==> config.mk <==
export PLATFORM = sky130hd
export DESIGN_NAME = mq_addr_unit
export DESIGN_NICKNAME = d
export VERILOG_FILES = /design/src/rtl/mq_pkg.sv /design/src/rtl/mq_ctrl_reg.sv /design/src/rtl/mq_lane.sv /design/src/rtl/mq_addr_unit.sv
export SDC_FILE = /design/constraint.sdc
export NUM_CORES = 1
export LEC_CHECK = 0
export ABC_AREA = 1
export BUFFER_PORTS_ARGS = -buffer_cell sky130_fd_sc_hd__buf_2
export CORE_ASPECT_RATIO = 0.8
export CORE_MARGIN = 3
export CORE_UTILIZATION = 40
export CTS_BUF_LIST = sky130_fd_sc_hd__clkbuf_4
export DETAILED_ROUTE_END_ITERATION = 7
export SYNTH_ARGS = -nofsm -noshare
export SYNTH_HDL_FRONTEND = slang
export SYNTH_SLANG_ARGS = --single-unit
==> constraint.sdc <==
create_clock -name clk -period 4.03 [get_ports clk]
set_input_delay 0.403 -clock clk [delete_from_list [all_inputs] [get_ports clk]]
set_output_delay 0.403 -clock clk [all_outputs]
set_load 0.1 [all_outputs]
==> src/rtl/mq_pkg.sv <==
// Shared types for the memory queue address updater.
// Assumes nothing beyond a common per-queue mode record.
package mq_pkg;

    // Per-queue stepping controls decoded from the control word
    typedef struct packed {
        logic en;    // update on access
        logic down;  // 1: subtract step, 0: add step
        logic stk;   // pre-modify (stack) instead of post-modify
    } mq_mode_t;

endpackage

==> src/rtl/mq_ctrl_reg.sv <==
// Control word shadow register for the queue updater.
// Holds only the implemented bits (2 per queue plus one stack bit for
// each of the last NUM_STK queues); all other bits read as zero.
// Assumes 2*NUM_Q+NUM_STK <= CTRL_W.
module mq_ctrl_reg
    import mq_pkg::*;
#(
    parameter int CTRL_W  = 32,
    parameter int NUM_Q   = 5,
    parameter int NUM_STK = 2
) (
    input  logic              clk,
    input  logic              rst_n,
    input  logic              we_i,
    input  logic [CTRL_W-1:0] wdata_i,
    output logic [CTRL_W-1:0] rdata_o,
    output mq_mode_t          mode_o [NUM_Q]
);

    localparam int USED_W    = 2 * NUM_Q + NUM_STK;
    localparam int FIRST_STK = NUM_Q - NUM_STK;
    localparam logic [CTRL_W-1:0] USED_MASK = CTRL_W'((64'd1 << USED_W) - 64'd1);

    logic [CTRL_W-1:0] ctrl_q;

    // Store the writable bits; unimplemented bits are dropped on write
    always_ff @(posedge clk) begin
        if (!rst_n) begin
            ctrl_q <= '0;
        end else if (we_i) begin
            ctrl_q <= wdata_i & USED_MASK;
        end
    end

    assign rdata_o = ctrl_q;

    // Decode one mode record per queue
    for (genvar k = 0; k < NUM_Q; k++) begin : g_mode
        assign mode_o[k].en   = ctrl_q[2*k+1];
        assign mode_o[k].down = ctrl_q[2*k];
        if (k >= FIRST_STK) begin : g_stk
            assign mode_o[k].stk = ctrl_q[2*NUM_Q + k - FIRST_STK];
        end else begin : g_nostk
            assign mode_o[k].stk = 1'b0;
        end
    end

    // Unimplemented bits never hold a one
    assert_unused_zero_R6: assert property (@(posedge clk) disable iff (!rst_n)
        (ctrl_q & ~USED_MASK) == '0);

    // A write is visible, masked, on the next cycle
    assert_ctrl_latency_R10: assert property (@(posedge clk) disable iff (!rst_n)
        we_i |=> ctrl_q == ($past(wdata_i) & USED_MASK));

endmodule

==> src/rtl/mq_lane.sv <==
// One queue pointer: holds the address, forms the effective address of
// an access and stores the stepped value after it.
// Assumes the mode record is stable through the cycle of the strobe.
// A direct load has priority over an automatic update.
module mq_lane
    import mq_pkg::*;
#(
    parameter int ADDR_W     = 32,
    parameter int STEP_BYTES = 4,
    parameter bit HAS_STK    = 1'b0
) (
    input  logic              clk,
    input  logic              rst_n,
    input  mq_mode_t          mode_i,
    input  logic              acc_i,
    input  logic              wr_i,
    input  logic [ADDR_W-1:0] wr_data_i,
    output logic [ADDR_W-1:0] eff_o,
    output logic [ADDR_W-1:0] addr_o
);

    localparam logic [ADDR_W-1:0] STEP = ADDR_W'(STEP_BYTES);

    logic [ADDR_W-1:0] addr_q;
    logic [ADDR_W-1:0] stepped;
    logic              pre_mod;

    // Next pointer value for an access under the current mode
    always_comb begin
        stepped = addr_q;
        if (mode_i.en) begin
            stepped = mode_i.down ? (addr_q - STEP) : (addr_q + STEP);
        end
    end

    // Stack mode exists only on lanes built with it
    assign pre_mod = HAS_STK && mode_i.stk;

    // Effective address: modified value in stack mode, old value otherwise
    assign eff_o  = pre_mod ? stepped : addr_q;
    assign addr_o = addr_q;

    // Pointer register: load wins, then access update, else hold
    always_ff @(posedge clk) begin
        if (!rst_n) begin
            addr_q <= '0;
        end else if (wr_i) begin
            addr_q <= wr_data_i;
        end else if (acc_i) begin
            addr_q <= stepped;
        end
    end

    // Idle lane keeps its pointer
    assert_hold_R8: assert property (@(posedge clk) disable iff (!rst_n)
        (!acc_i && !wr_i) |=> addr_q == $past(addr_q));

    // Direct load overrides everything
    assert_load_prio_R7: assert property (@(posedge clk) disable iff (!rst_n)
        wr_i |=> addr_q == $past(wr_data_i));

    // Enabled access moves the pointer by one step in the chosen direction
    assert_step_R2: assert property (@(posedge clk) disable iff (!rst_n)
        (acc_i && !wr_i && mode_i.en) |=>
        addr_q == ($past(mode_i.down) ? $past(addr_q) - STEP : $past(addr_q) + STEP));

    // Disabled update leaves the pointer alone on access
    assert_no_update_R3: assert property (@(posedge clk) disable iff (!rst_n)
        (acc_i && !wr_i && !mode_i.en) |=> addr_q == $past(addr_q));

    // Pre-modify: the stored pointer equals the address just used
    assert_pre_mod_R5: assert property (@(posedge clk) disable iff (!rst_n)
        (acc_i && !wr_i && pre_mod) |=> addr_q == $past(eff_o));

    // Post-modify: the address used is the pointer before the update
    assert_post_mod_R4: assert property (@(posedge clk) disable iff (!rst_n)
        (acc_i && !wr_i && !pre_mod) |=> $past(eff_o) == $past(addr_q));

endmodule

==> src/rtl/mq_addr_unit.sv <==
// Memory queue address updater: NUM_Q queue pointers with automatic
// step after each access, controlled by a shadowed control word.
// The last NUM_STK queues support pre-modify (stack) addressing.
// Assumes at most one load per cycle through the single write port.
module mq_addr_unit
    import mq_pkg::*;
#(
    parameter int ADDR_W     = 32,
    parameter int NUM_Q      = 5,
    parameter int NUM_STK    = 2,
    parameter int STEP_BYTES = 4
) (
    input  logic                      clk,
    input  logic                      rst_n,
    input  logic                      ctrl_we,
    input  logic [ADDR_W-1:0]         ctrl_wdata,
    output logic [ADDR_W-1:0]         ctrl_rdata,
    input  logic [NUM_Q-1:0]          acc_strobe,
    input  logic                      addr_we,
    input  logic [$clog2(NUM_Q)-1:0]  addr_wsel,
    input  logic [ADDR_W-1:0]         addr_wdata,
    output logic [NUM_Q*ADDR_W-1:0]   eff_addr,
    output logic [NUM_Q*ADDR_W-1:0]   q_addr
);

    localparam int SEL_W     = $clog2(NUM_Q);
    localparam int FIRST_STK = NUM_Q - NUM_STK;

    mq_mode_t         mode [NUM_Q];
    logic [NUM_Q-1:0] wr_hit;

    // Control word shadow and mode decode
    mq_ctrl_reg #(
        .CTRL_W  (ADDR_W),
        .NUM_Q   (NUM_Q),
        .NUM_STK (NUM_STK)
    ) u_ctrl (
        .clk     (clk),
        .rst_n   (rst_n),
        .we_i    (ctrl_we),
        .wdata_i (ctrl_wdata),
        .rdata_o (ctrl_rdata),
        .mode_o  (mode)
    );

    // One pointer lane per queue; stack support only on the last ones
    for (genvar k = 0; k < NUM_Q; k++) begin : g_lane
        assign wr_hit[k] = addr_we && (addr_wsel == SEL_W'(k));

        mq_lane #(
            .ADDR_W     (ADDR_W),
            .STEP_BYTES (STEP_BYTES),
            .HAS_STK    (k >= FIRST_STK)
        ) u_lane (
            .clk       (clk),
            .rst_n     (rst_n),
            .mode_i    (mode[k]),
            .acc_i     (acc_strobe[k]),
            .wr_i      (wr_hit[k]),
            .wr_data_i (addr_wdata),
            .eff_o     (eff_addr[k*ADDR_W +: ADDR_W]),
            .addr_o    (q_addr[k*ADDR_W +: ADDR_W])
        );
    end

    // At most one lane is loaded per cycle
    assert_one_load_R7: assert property (@(posedge clk) disable iff (!rst_n)
        $onehot0(wr_hit));

endmodule

# After elaboration in Yosys (flattened, before gate mapping)
# Cells that the tools add are included.
[op_classes] add_sub_neg=10 mux=22 eq_ne=4 n_reduce_logical=17
[ops] cell="2-to-1 mux 32 bit" n=22
[ops] cell="adder 32 x 3 -> 32 bit (second input constant)" n=5
[ops] cell="subtractor 32 x 3 -> 32 bit (second input constant)" n=5
[ops] cell="nonzero test 2 bit" n=8
[ops] cell="== test 3 x 2 -> 1 bit (second input constant)" n=2
[ops] cell="AND reduction 2 bit" n=3
[ops] cell="logical AND 1 bit" n=5
[ops] cell="== test 3 x 1 -> 1 bit (second input constant)" n=1
[ops] cell="== test 3 bit (second input constant)" n=1
[ops] cell="logical NOT 3 bit" n=1
[totals] wordCells=59 regBits=172 out_inout_bits=352 in_bits=76

# Depth between registers and ports, before layout
# Gate-level depths: netlist of run 1.
[logic_depth] word_depth=5 ltp_mapped=13 depth_no_buf=13

# Cells and area by module
# From an unflattened synthesis of run 1, not the netlist that was laid out.
[hier_totals] cells_unflattened=3563 area_unflattened_um2=20872.5
[modules_own_cells] mod="mq_lane (g_lane[3].u_lane ...)" cells_each=751 seq_area_each_um2=640.6 area_each_um2=4275.4 n_inst=2
[modules_own_cells] mod="mq_lane (g_lane[0].u_lane ...)" cells_each=646 seq_area_each_um2=640.6 area_each_um2=3822.4 n_inst=2
[modules_own_cells] mod="mq_lane (g_lane[2].u_lane)" cells_each=644 seq_area_each_um2=640.6 area_each_um2=3862.5 n_inst=1
[modules_own_cells] mod="mq_ctrl_reg" cells_each=111 seq_area_each_um2=240.2 area_each_um2=759.5 n_inst=1
[modules_own_cells] mod="mq_addr_unit" cells_each=14 seq_area_each_um2=0.0 area_each_um2=55.1 n_inst=1

# Worst setup path after synthesis of run 1
# No wires, ideal clock.
[synth_path] path_kind="reg2out" startpoint="reg u_ctrl.ctrl_q[8], in the netlist u_ctrl.rdata_o[8]" endpoint="out eff_addr[134]" arrival_ps=4714 stages_incl_launch_ff=8 path_buffers=0 slack_ps=-1087 t_required_ps=3627 path_cell_list="dfxtp_1 > ha_1 > nand2_1 > nand3_1 > xnor2_1 > nand2_1 > o21ai_0 > o21ai_0"
[synth_between] elab_chain_cells=3
[synth_lines] element="start: declaration" line="mq_ctrl_reg.sv:24" text="logic [CTRL_W-1:0] ctrl_q;"
[synth_lines] element="start signal: assignment" line="mq_ctrl_reg.sv:31" text="ctrl_q <= wdata_i & USED_MASK;"
[synth_lines] element="2-to-1 mux 32 bit" line="mq_lane.sv:32" text="stepped = mode_i.down ? (addr_q - STEP) : (addr_q + STEP);"
[synth_lines] element="2-to-1 mux 32 bit" line="mq_lane.sv:31" text="if (mode_i.en) begin"
[synth_lines] element="2-to-1 mux 32 bit" line="mq_lane.sv:40" text="assign eff_o = pre_mod ? stepped : addr_q;"
[synth_lines] element="end: declaration" line="mq_addr_unit.sv:22" text="output logic [NUM_Q*ADDR_W-1:0] eff_addr,"
# No other way between the ends.

# Worst setup path in the final report of run 1
[layout_path] startpoint="reg u_ctrl.ctrl_q[8], in the netlist u_ctrl.rdata_o[8]" endpoint="out eff_addr[153]"
# Same word-level chain as after synthesis.

==> results of run 1 <==
-- worst max-delay path, delay by kind of cell, from the launching register on --
family,cells,cell delay (ns)
and+or+nand+nor,10,1.22
DFF,1,0.45
AOI/OAI and AO/OA,1,0.12
buffers and inverters,2,0.56
adders and majority gates,1,0.36
-- per-stage QoR --
step	utilization	hold slack (ns)
4_1_cts	0.458	0.0191
6_report	0.460	0.0937
3_3_place_gp	0.448	0.514
3_5_place_dp	0.448	0.516
5_1_grt	0.459	0.0396
2_1_floorplan	-	0.538
-- cell families (layout without fill, tap and decap cells) --
group | count (synthesis) | count (layout) | synth area share
buffers and inverters | 682 | 944 | 0.162
XOR/XNOR | 63 | 63 | 0.0292
AND/OR/NAND/NOR | 1660 | 1660 | 0.364
flip-flops | 172 | 172 | 0.182
adder cells (fa/ha/maj) | 145 | 145 | 0.0979
other | 1 | 25 | 0.000198
AO/OA/AOI/OAI | 568 | 568 | 0.165
-- metal layers --
metal	GRT usage	up-vias	wire (um)
li1	-	11100	-
met1	0.408	9829	34900
met2	0.454	854	32800
met3	0.0855	91	7550
met4	0.107	2	2640
met5	0	-	7
-- sequential cells by signal (all words and copies together) (netlist names) --
register / count
u_ctrl.rdata_o: 12
g_lane.u_lane.addr_o: 160
-- worst paths after layout --
path / start / endpoint / slack, ns / depth (start not counted)
max: u_ctrl.rdata_o[8] / eff_addr[153] / 0.21 / 14
min: addr_wdata[1] / g_lane[2].u_lane.addr_o[1] / 0.09 / 3
max reg2reg: u_ctrl.rdata_o[2] / g_lane[1].u_lane.addr_o[29] / 1.14 / 11
min reg2reg: g_lane[0].u_lane.addr_o[12] / g_lane[0].u_lane.addr_o[12] / 0.54 / 2
-- synthesized netlist by cell type (3+ instances only) --
cell type / number
xor2_1: 34
or2_2: 6
buf_4: 121
nor4_1: 3
o21ai_0: 198
buf_2: 22
nor2_4: 4
a22oi_1: 4
dfxtp_1: 172
a21oi_1: 213
ha_1: 140
o21a_1: 4
clkbuf_1: 46
o22ai_1: 39
xnor2_1: 29
inv_1: 466
nor3_1: 22
nor2_2: 5
a31oi_1: 58
o211ai_1: 6
fa_1: 5
o21bai_1: 15
o21ai_2: 7
buf_6: 3
a21oi_2: 6
buf_1: 8
and2_1: 5
inv_2: 12
nor2_1: 255
a21o_1: 12
nand2_1: 1011
nand3_1: 290
nand4_1: 35
nand3b_1: 16
clkinv_1: 4
o21ai_1: 4
-- power by group through the flow --
stage               Sequential [mW]  Clock (mW)  Combinational, mW
finish                         1.94        1.12               3.12
global route                   1.96        1.20               3.30
CTS                            1.94        1.15               3.09
detailed placement             1.98           0               3.06
global placement               1.98           0               3.06
floorplan                      2.58           0               1.87
-- area by class of cell --
type                    count  share of cell area
multi-input cells        2456               0.588
flip-flops and latches    172               0.162
repair buffers            430               0.114
inverters                 482              0.0852
well taps                 612              0.0360
clock buffers              19             0.00671
clock inverters            13             0.00618
diodes                      5            0.000589
-- timing repair --
item / CTS / global route
hold buffers: 18 / 0
gates cloned: 0 / 0
setup buffers: 0 / 1
endpoints found under the hold margin: 20 / 0
resized for setup: 3 / 20
endpoints found under the setup margin: 5 / 27
==> results.json, run 1 <==
{
  "status": "completed",
  "hold_viol": 0,
  "path_common_cell": "nand2_1",
  "grt.total_usage": 0.300,
  "core_um2": 46200,
  "synth_edf_count": 0,
  "worst_pin_slew_ns": 1.03,
  "die_h_um": 201,
  "leakage_nw": 11.4,
  "hpwl_um": 60400,
  "fill_cells": 5062,
  "grt-ovfl-total": 0,
  "fmax_mhz": 262,
  "pwr-share-seq": 0.314,
  "wire_per_inst_um": 18.6,
  "synthFlopType": "dfxtp_1",
  "synth-seq-cells": 172,
  "gp_congestion": 0.972,
  "drtIter0Drc": 1892,
  "die_w_um": 249,
  "crit_path_top_delay_cell": "dfxtp_4",
  "finalSetupTns_ns": 0,
  "die_area_um2": 50000,
  "clock-skew-final_ns": 0.0241,
  "syn_inst": 3291,
  "final_common_cell": "nand2_1",
  "crit_type": "register to output port",
  "path_clk_slew_ns": 0.18,
  "post-route-cell-area_um2": 21300,
  "place_ws_ns": 0.790,
  "final_cells": 4189,
  "drc": 0,
  "area.growth.synth_to_final_pct": 12.4,
  "final_nets": 3780,
  "swShare": 0.557,
  "p_clk_frac": 0.181,
  "worstPathRequired_ns": 3.63,
  "setup_viol": 0,
  "grt_antenna_before_repair": 5,
  "grt_pass1_wl_um": 117000,
  "synth_top_area_frac": 0.201,
  "drt_first_pass_iters": 5,
  "final_max_slew_viol_count": 0,
  "htree_levels": 4,
  "critPathCaptureType": "output port",
  "drv_cap": 0,
  "power.density_nw_per_um2": 291,
  "yosysWarnings": 0,
  "peakVddDrop_uv": 186,
  "rsz0062_at_grt": "false",
  "cts_tree": "yes",
  "power_switching_mw": 3.44,
  "min_period_ns": 3.82,
  "hp-class": "primary input to register",
  "portBuffers": 387,
  "grt_start_max_net_pins": 72,
  "crit_path_max_fanout": 12,
  "cts_buffer_depth": 2,
  "drt_wl_total_um": 77900,
  "internal_power_mw": 2.74,
  "multiInputGateArea_um2": 12500,
  "p_total_mw": 6.18,
  "yosysTopAreaCell": "nand2_1",
  "grt_pass1_vias": 19600,
  "clock_latency_ns": 0.69,
  "cp-start-kind": "register",
  "io_pins": 428,
  "drive_above_1_share": 0.139,
  "fp-row-count": 70,
  "yosys-top-cells-area": "nand2_1 (20%), dfxtp_1 (18%), ha_1 (9.3%)",
  "numCtsBuffers": 17,
  "post-route-period-util": 0.947,
  "floorplan.initialDensity": 0.409,
  "cts.sinks": 172,
  "via_per_inst": 5.21,
  "cts_root_buf": "clkbuf_4",
  "slowest_delay_ns": 0.45,
  "place_area_um2": 20700,
  "ys_seq_area_frac": 0.182,
  "ant_nets": 0,
  "route.vias.total": 21800,
  "comb_power_share": 0.504,
  "synth_area_um2": 18900,
  "relSlewSlack": 0.313,
  "finalWorstSetupSlack_ns": 0.213,
  "synth-async-reset-ratio": 0,
  "dp_cells": 4133,
  "syn_avg_cell_area_um2": 5.75,
  "worstPathArrival_ns": 3.41,
  "ys_types": 47,
  "layout_common_cells": "nand2_1 (1011), inv_1 (466), buf_2 (367), nand3_1 (290), nor2_1 (254)",
  "seq_area_um2": 3450,
  "cp_cell_sequence": "buf_6 -> ha_1 -> nand2_1 -> nor2_1 -> and2_1 -> nand2_1 -> nand2_1 -> nand2_1 -> nand2_1 -> nand2_1 -> nand3_1 -> nand3_1 -> o21ai_0 -> clkbuf_4"
}
Power figures use the tool's default switching activity.
==> run 2: changes to the inputs <==
--- a/config.mk
+++ b/config.mk
@@ -6,6 +6,7 @@
 export NUM_CORES = 1
 export LEC_CHECK = 0
 export ABC_AREA = 1
+export ABC_CLOCK_PERIOD_IN_PS = 4030
 export BUFFER_PORTS_ARGS = -buffer_cell sky130_fd_sc_hd__buf_2
 export CORE_ASPECT_RATIO = 0.8
 export CORE_MARGIN = 3
@@ -14,4 +15,5 @@
 export DETAILED_ROUTE_END_ITERATION = 7
 export SYNTH_ARGS = -nofsm -noshare
 export SYNTH_HDL_FRONTEND = slang
+export SYNTH_HIERARCHICAL = 1
 export SYNTH_SLANG_ARGS = --single-unit
==> results.json, run 2 <==
{
  "status": "completed",
  "drtIter0Drc": 1909,
  "r2r-end": "g_lane[1].u_lane/addr_o[29]",
  "cts.sinks": 172,
  "r2r_slack_ns": 1.23,
  "final_common_cell": "nand2_1",
  "grt_antenna_before_repair": 6,
  "p_total_mw": 6.16,
  "worstPathRequired_ns": 3.63,
  "yosysWarnings": 6,
  "route.vias.total": 22700,
  "die_area_um2": 54900,
  "fp-row-count": 74,
  "drt_wl_total_um": 79500,
  "drt_first_pass_iters": 6,
  "die_h_um": 210,
  "cts_root_buf": "clkbuf_4",
  "grt_pass1_vias": 20300,
  "cts_tree": "yes",
  "portBuffers": 387,
  "setup_viol": 0,
  "endpoint": "eff_addr[126]",
  "post-route-period-util": 0.934,
  "hp-class": "primary input to register",
  "power.density_nw_per_um2": 269,
  "grt.total_usage": 0.283,
  "grt_start_max_net_pins": 44,
  "grt_pass1_wl_um": 120000,
  "clock_latency_ns": 0.70,
  "fill_cells": 5738,
  "ant_nets": 0,
  "whs_ns": 0.0748,
  "area.growth.synth_to_final_pct": 9.81,
  "hpwl_um": 61700,
  "peakVddDrop_uv": 195,
  "seq_area_um2": 3440,
  "postLayoutCoreUtil": 0.446,
  "worstPathArrival_ns": 3.36,
  "post-route-cell-area_um2": 22900,
  "grt-ovfl-total": 0,
  "place_area_um2": 22500,
  "final_max_slew_viol_count": 0,
  "die_w_um": 261,
  "synth_area_um2": 20800,
  "io_pins": 428,
  "floorplan.initialDensity": 0.406,
  "worst_pin_slew_ns": 1.14,
  "clock-skew-final_ns": 0.0246,
  "wire_per_inst_um": 17.7,
  "crit_type": "register to output port",
  "crit_path_max_fanout": 32,
  "hold_viol": 0,
  "syn_avg_cell_area_um2": 5.86,
  "drc": 0,
  "final_nets": 4018,
  "via_per_inst": 5.04,
  "min_period_ns": 3.76,
  "drv_cap": 0,
  "largest_reg_flops": 160,
  "syn_inst": 3560,
  "layout_common_cells": "nand2_1 (1207), inv_1 (566), buf_2 (377), nand3_1 (260), nor2_1 (208)",
  "cp-startpoint": "u_ctrl/rdata_o[6]",
  "drive_above_1_share": 0.181,
  "multiInputGateArea_um2": 13900,
  "leakage_nw": 13.1,
  "r2r_cells": 11,
  "rr_startpoint": "u_ctrl/rdata_o[2]",
  "fmax_mhz": 266,
  "path_clk_slew_ns": 0.17,
  "numCtsBuffers": 17,
  "htree_levels": 4,
  "core_um2": 51300,
  "cts_buffer_depth": 2,
  "gp_congestion": 0.956,
  "cp-start-kind": "register",
  "critPathCaptureType": "output port",
  "relSlewSlack": 0.239
}
==> run 2: cell types whose count changed in the layout (fill, tap and decap cells not counted), sizes merged, moves of 30 or more <==
cell   change
nand2    +253
o21ai    -137
inv      +100
a22o      +51
a22oi     +46
o22ai     -39
nand3     +30
==> run 2: area by class of cell <==
class / count / share of cell area
Multi-Input combinational cell: 2597 / 0.605
Clock inverter: 15 / 0.00525
Clock buffer: 17 / 0.00557
Tap cell: 684 / 0.0374
Timing Repair Buffer: 422 / 0.0992
Sequential cell: 172 / 0.150
Inverter: 587 / 0.0962
Antenna cell: 5 / 0.000546
==> run 2: critical path: stages, from the launching register on <==
cell,delay [ns]
dfxtp_1,0.33
buf_4,0.37
ha_1,0.38
nand2_2,0.14
inv_1,0.06
a21oi_2,0.20
nand3_2,0.16
nand2_1,0.12
nand3_1,0.10
nand3_2,0.10
nand3_1,0.07
o21ai_0,0.14
buf_2,0.49
==> run 2: power by group <==
part | leakage (nW) | internal [mW] | switching (mW)
combinational | 11.5 | 0.626 | 2.53
sequential | 1.40 | 1.79 | 0.155
clock | 0.137 | 0.304 | 0.755
==> run 2: per-layer routing <==
metal  GRT usage  wire [um]  vias to the layer above  part of all wire
met5           0         40                        -           0.00050
li1            -          -                    11600                 -
met3      0.0518       6590                       87             0.083
met4      0.0776       2190                        6             0.028
met1       0.407      37300                    10200              0.47
met2       0.433      33300                      800              0.42
==> run 2: through the flow <==
stage | instances | setup WS [ns] | setup TNS (ns)
after floorplan | 3579 | 0.0941 | 0
after global placement | 4450 | 0.939 | 0
after detailed placement | 4450 | 0.948 | 0
after CTS | 4494 | 0.116 | 0
after global routing | 4498 | -0.00643 | -0.00643
final | 4499 | 0.267 | 0
==> run 2: how the worst min path moves through the flow <==
stage / from / end / slack (ns) / cells after the start
after CTS: addr_wdata[1] / g_lane[0].u_lane/addr_o[1] / 0.001 / 3
after global placement: u_ctrl/rdata_o[5] / u_ctrl/rdata_o[5] / 0.48 / 2
after floorplan: u_ctrl/rdata_o[7] / u_ctrl/rdata_o[7] / 0.46 / 2
after global routing: addr_wdata[1] / g_lane[2].u_lane/addr_o[1] / -0.002 / 3
final: ctrl_wdata[10] / u_ctrl/rdata_o[10] / 0.07 / 5
after detailed placement: u_ctrl/rdata_o[5] / u_ctrl/rdata_o[5] / 0.48 / 2
==> run 2: repair_timing <==
| item | CTS | global route |
|---|---|---|
| hold buffers | 12 | 0 |
| setup buffers | 0 | 0 |
| setup endpoints to repair | 0 | 10 |
| endpoints found under the hold margin | 13 | 0 |
| resized for setup | 0 | 11 |
==> run 3: changes to the inputs <==
--- a/config.mk
+++ b/config.mk
@@ -6,13 +6,14 @@
 export NUM_CORES = 1
 export LEC_CHECK = 0
 export ABC_AREA = 1
-export ABC_CLOCK_PERIOD_IN_PS = 4030
+export ABC_CLOCK_PERIOD_IN_PS = 3840
 export BUFFER_PORTS_ARGS = -buffer_cell sky130_fd_sc_hd__buf_2
 export CORE_ASPECT_RATIO = 0.8
 export CORE_MARGIN = 3
 export CORE_UTILIZATION = 40
 export CTS_BUF_LIST = sky130_fd_sc_hd__clkbuf_4
 export DETAILED_ROUTE_END_ITERATION = 7
+export REMOVE_ABC_BUFFERS = 1
 export SYNTH_ARGS = -nofsm -noshare
 export SYNTH_HDL_FRONTEND = slang
 export SYNTH_HIERARCHICAL = 1
==> constraint.sdc (replaced) <==
create_clock -name clk -period 3.84 [get_ports clk]
set_input_delay 0.384 -clock clk [delete_from_list [all_inputs] [get_ports clk]]
set_output_delay 0.384 -clock clk [all_outputs]
set_load 0.1 [all_outputs]
==> results.json, run 3 (synthesized netlist as in run 2, its figures left out) <==
{
  "path_clk_slew_ns": 0.16,
  "drt_wl_total_um": 77600,
  "die_area_um2": 54900,
  "place_ws_ns": 0.877,
  "grt_start_max_net_pins": 44,
  "drv_cap": 0,
  "finalSetupTns_ns": 0,
  "power.density_nw_per_um2": 283,
  "layout_common_cells": "nand2_1 (1207), inv_1 (566), buf_2 (360), nand3_1 (260), nor2_1 (208)",
  "die_h_um": 210,
  "drtIter0Drc": 1882,
  "r2r_slack_ns": 1.50,
  "cp-start-kind": "register",
  "drc": 0,
  "clock_latency_ns": 0.71,
  "hpwl_um": 59800,
  "hp-class": "primary input to register",
  "grt-ovfl-total": 0,
  "route.vias.total": 22400,
  "finalWorstSetupSlack_ns": 0.241,
  "post-route-period-util": 0.937,
  "worstPathRequired_ns": 3.46,
  "io_pins": 428,
  "grt_pass1_wl_um": 118000,
  "grtUsageMet2": 0.428,
  "fp-row-count": 74,
  "drive_above_1_share": 0.182,
  "hold_viol": 0,
  "slowest_delay_ns": 0.46,
  "clock-skew-final_ns": 0.0309,
  "grt_pass1_vias": 20300,
  "numCtsBuffers": 17,
  "top_usage_layer": "met2",
  "floorplan.initialDensity": 0.406,
  "met1_usage": 0.400,
  "peakVddDrop_uv": 198,
  "wire_per_inst_um": 17.2,
  "crit_type": "register to output port",
  "gp_congestion": 0.942,
  "met3_usage": 0.0413,
  "cts.sinks": 172,
  "drt_first_pass_iters": 5,
  "relSlewSlack": 0.228,
  "crit_path_max_fanout": 32,
  "cts_tree": "yes",
  "final_max_slew_viol_count": 0,
  "worstPathArrival_ns": 3.22,
  "leakage_nw": 13.2,
  "critPathCaptureType": "output port",
  "die_w_um": 261,
  "fill_cells": 5625,
  "rsz0062_at_grt": "true",
  "fmax_mhz": 278,
  "cp_cell_sequence": "buf_6 -> ha_1 -> nand2_2 -> inv_1 -> a21oi_2 -> nand3_2 -> nand3_2 -> nand3_1 -> nand3_2 -> nand3_1 -> o21ai_0 -> buf_2",
  "final_nets": 4023,
  "portBuffers": 387,
  "min_period_ns": 3.60,
  "via_per_inst": 4.98,
  "cts_buffer_depth": 2,
  "core_um2": 51300,
  "area.growth.synth_to_final_pct": 11.8,
  "grt.total_usage": 0.277,
  "crit_family": "buffers and inverters",
  "crit_path_top_delay_cell": "buf_2",
  "htree_levels": 4,
  "largest_reg_flops": 160,
  "ant_nets": 0,
  "grt_antenna_before_repair": 6,
  "final_common_cell": "nand2_1",
  "cp.buffers_inverters": 3,
  "path_common_cell": "nand3_2",
  "cts_root_buf": "clkbuf_4",
  "setup_viol": 0,
  "worst_pin_slew_ns": 1.16,
  "whs_ns": 0.0582,
  "status": "completed"
}
-- run 3: changes by cell type in the layout (fill, tap and decap cells not counted), moves of 4 or more --
cell,delta
buf_2,-17
clkbuf_4,-6
o21ai_0,+6
buf_12,+24
dlygate4sd3_1,+4
o21ai_1,-6
-- run 3: repair_timing --
item | 4_1_cts | 5_1_grt
setup buffers | 0 | 0
gates resized for setup | 0 | 9
endpoints found under the hold margin | 21 | 0
setup endpoints to repair | 0 | 37
hold buffers | 16 | 0
-- run 3: tightest hold or removal path, delay by kind of cell --
family                 cells  cell delay (ns)
buffers and inverters      2             0.14
AND/OR/NAND/NOR            3             0.19
-- run 3: metal layers --
layer | wire (um) | share of wire
met5 | 0 | 0
met4 | 2170 | 0.028
met3 | 5020 | 0.065
met2 | 32900 | 0.42
met1 | 37500 | 0.48
-- run 3: path summary, 6_finish.rpt --
| path | startpoint | endpoint | cells past startpoint |
|---|---|---|---|
| worst max-delay path | u_ctrl/rdata_o[6] | eff_addr[118] | 12 |
| worst max register to register | u_ctrl/rdata_o[6] | g_lane[3].u_lane/addr_o[29] | 12 |
| worst min-delay path | ctrl_wdata[7] | u_ctrl/rdata_o[7] | 5 |
| worst min register to register | u_ctrl/rdata_o[1] | u_ctrl/rdata_o[1] | 2 |
-- run 3: report_power, final --
group,internal (mW),switching (mW),total [mW],leakage (nW)
clock,0.347,0.845,1.19,0.148
sequential,1.88,0.146,2.03,1.40
combinational,0.724,2.66,3.38,11.6
-- run 3: per-stage QoR --
stage          cell area, um^2  std cells  utilization  total power [mW]
6_report                 23300       4504        0.455              6.60
5_1_grt                  23300       4503        0.455              6.94
4_1_cts                  23300       4499        0.454              6.64
3_5_place_dp             22800       4451        0.445              5.42
3_3_place_gp             22800       4451        0.445              5.41
2_1_floorplan            19500       3356            -              4.63
-- run 3: final cells by class --
class	instances	area, um^2	share of cell area
repair buffers	427	2660	0.114
flip-flops and latches	172	3440	0.148
clock buffers	17	128	0.00547
well taps	684	856	0.0367
inverters	587	2200	0.0945
clock inverters	15	153	0.00655
diodes	5	12.5	0.000537
multi-input cells	2597	13900	0.594
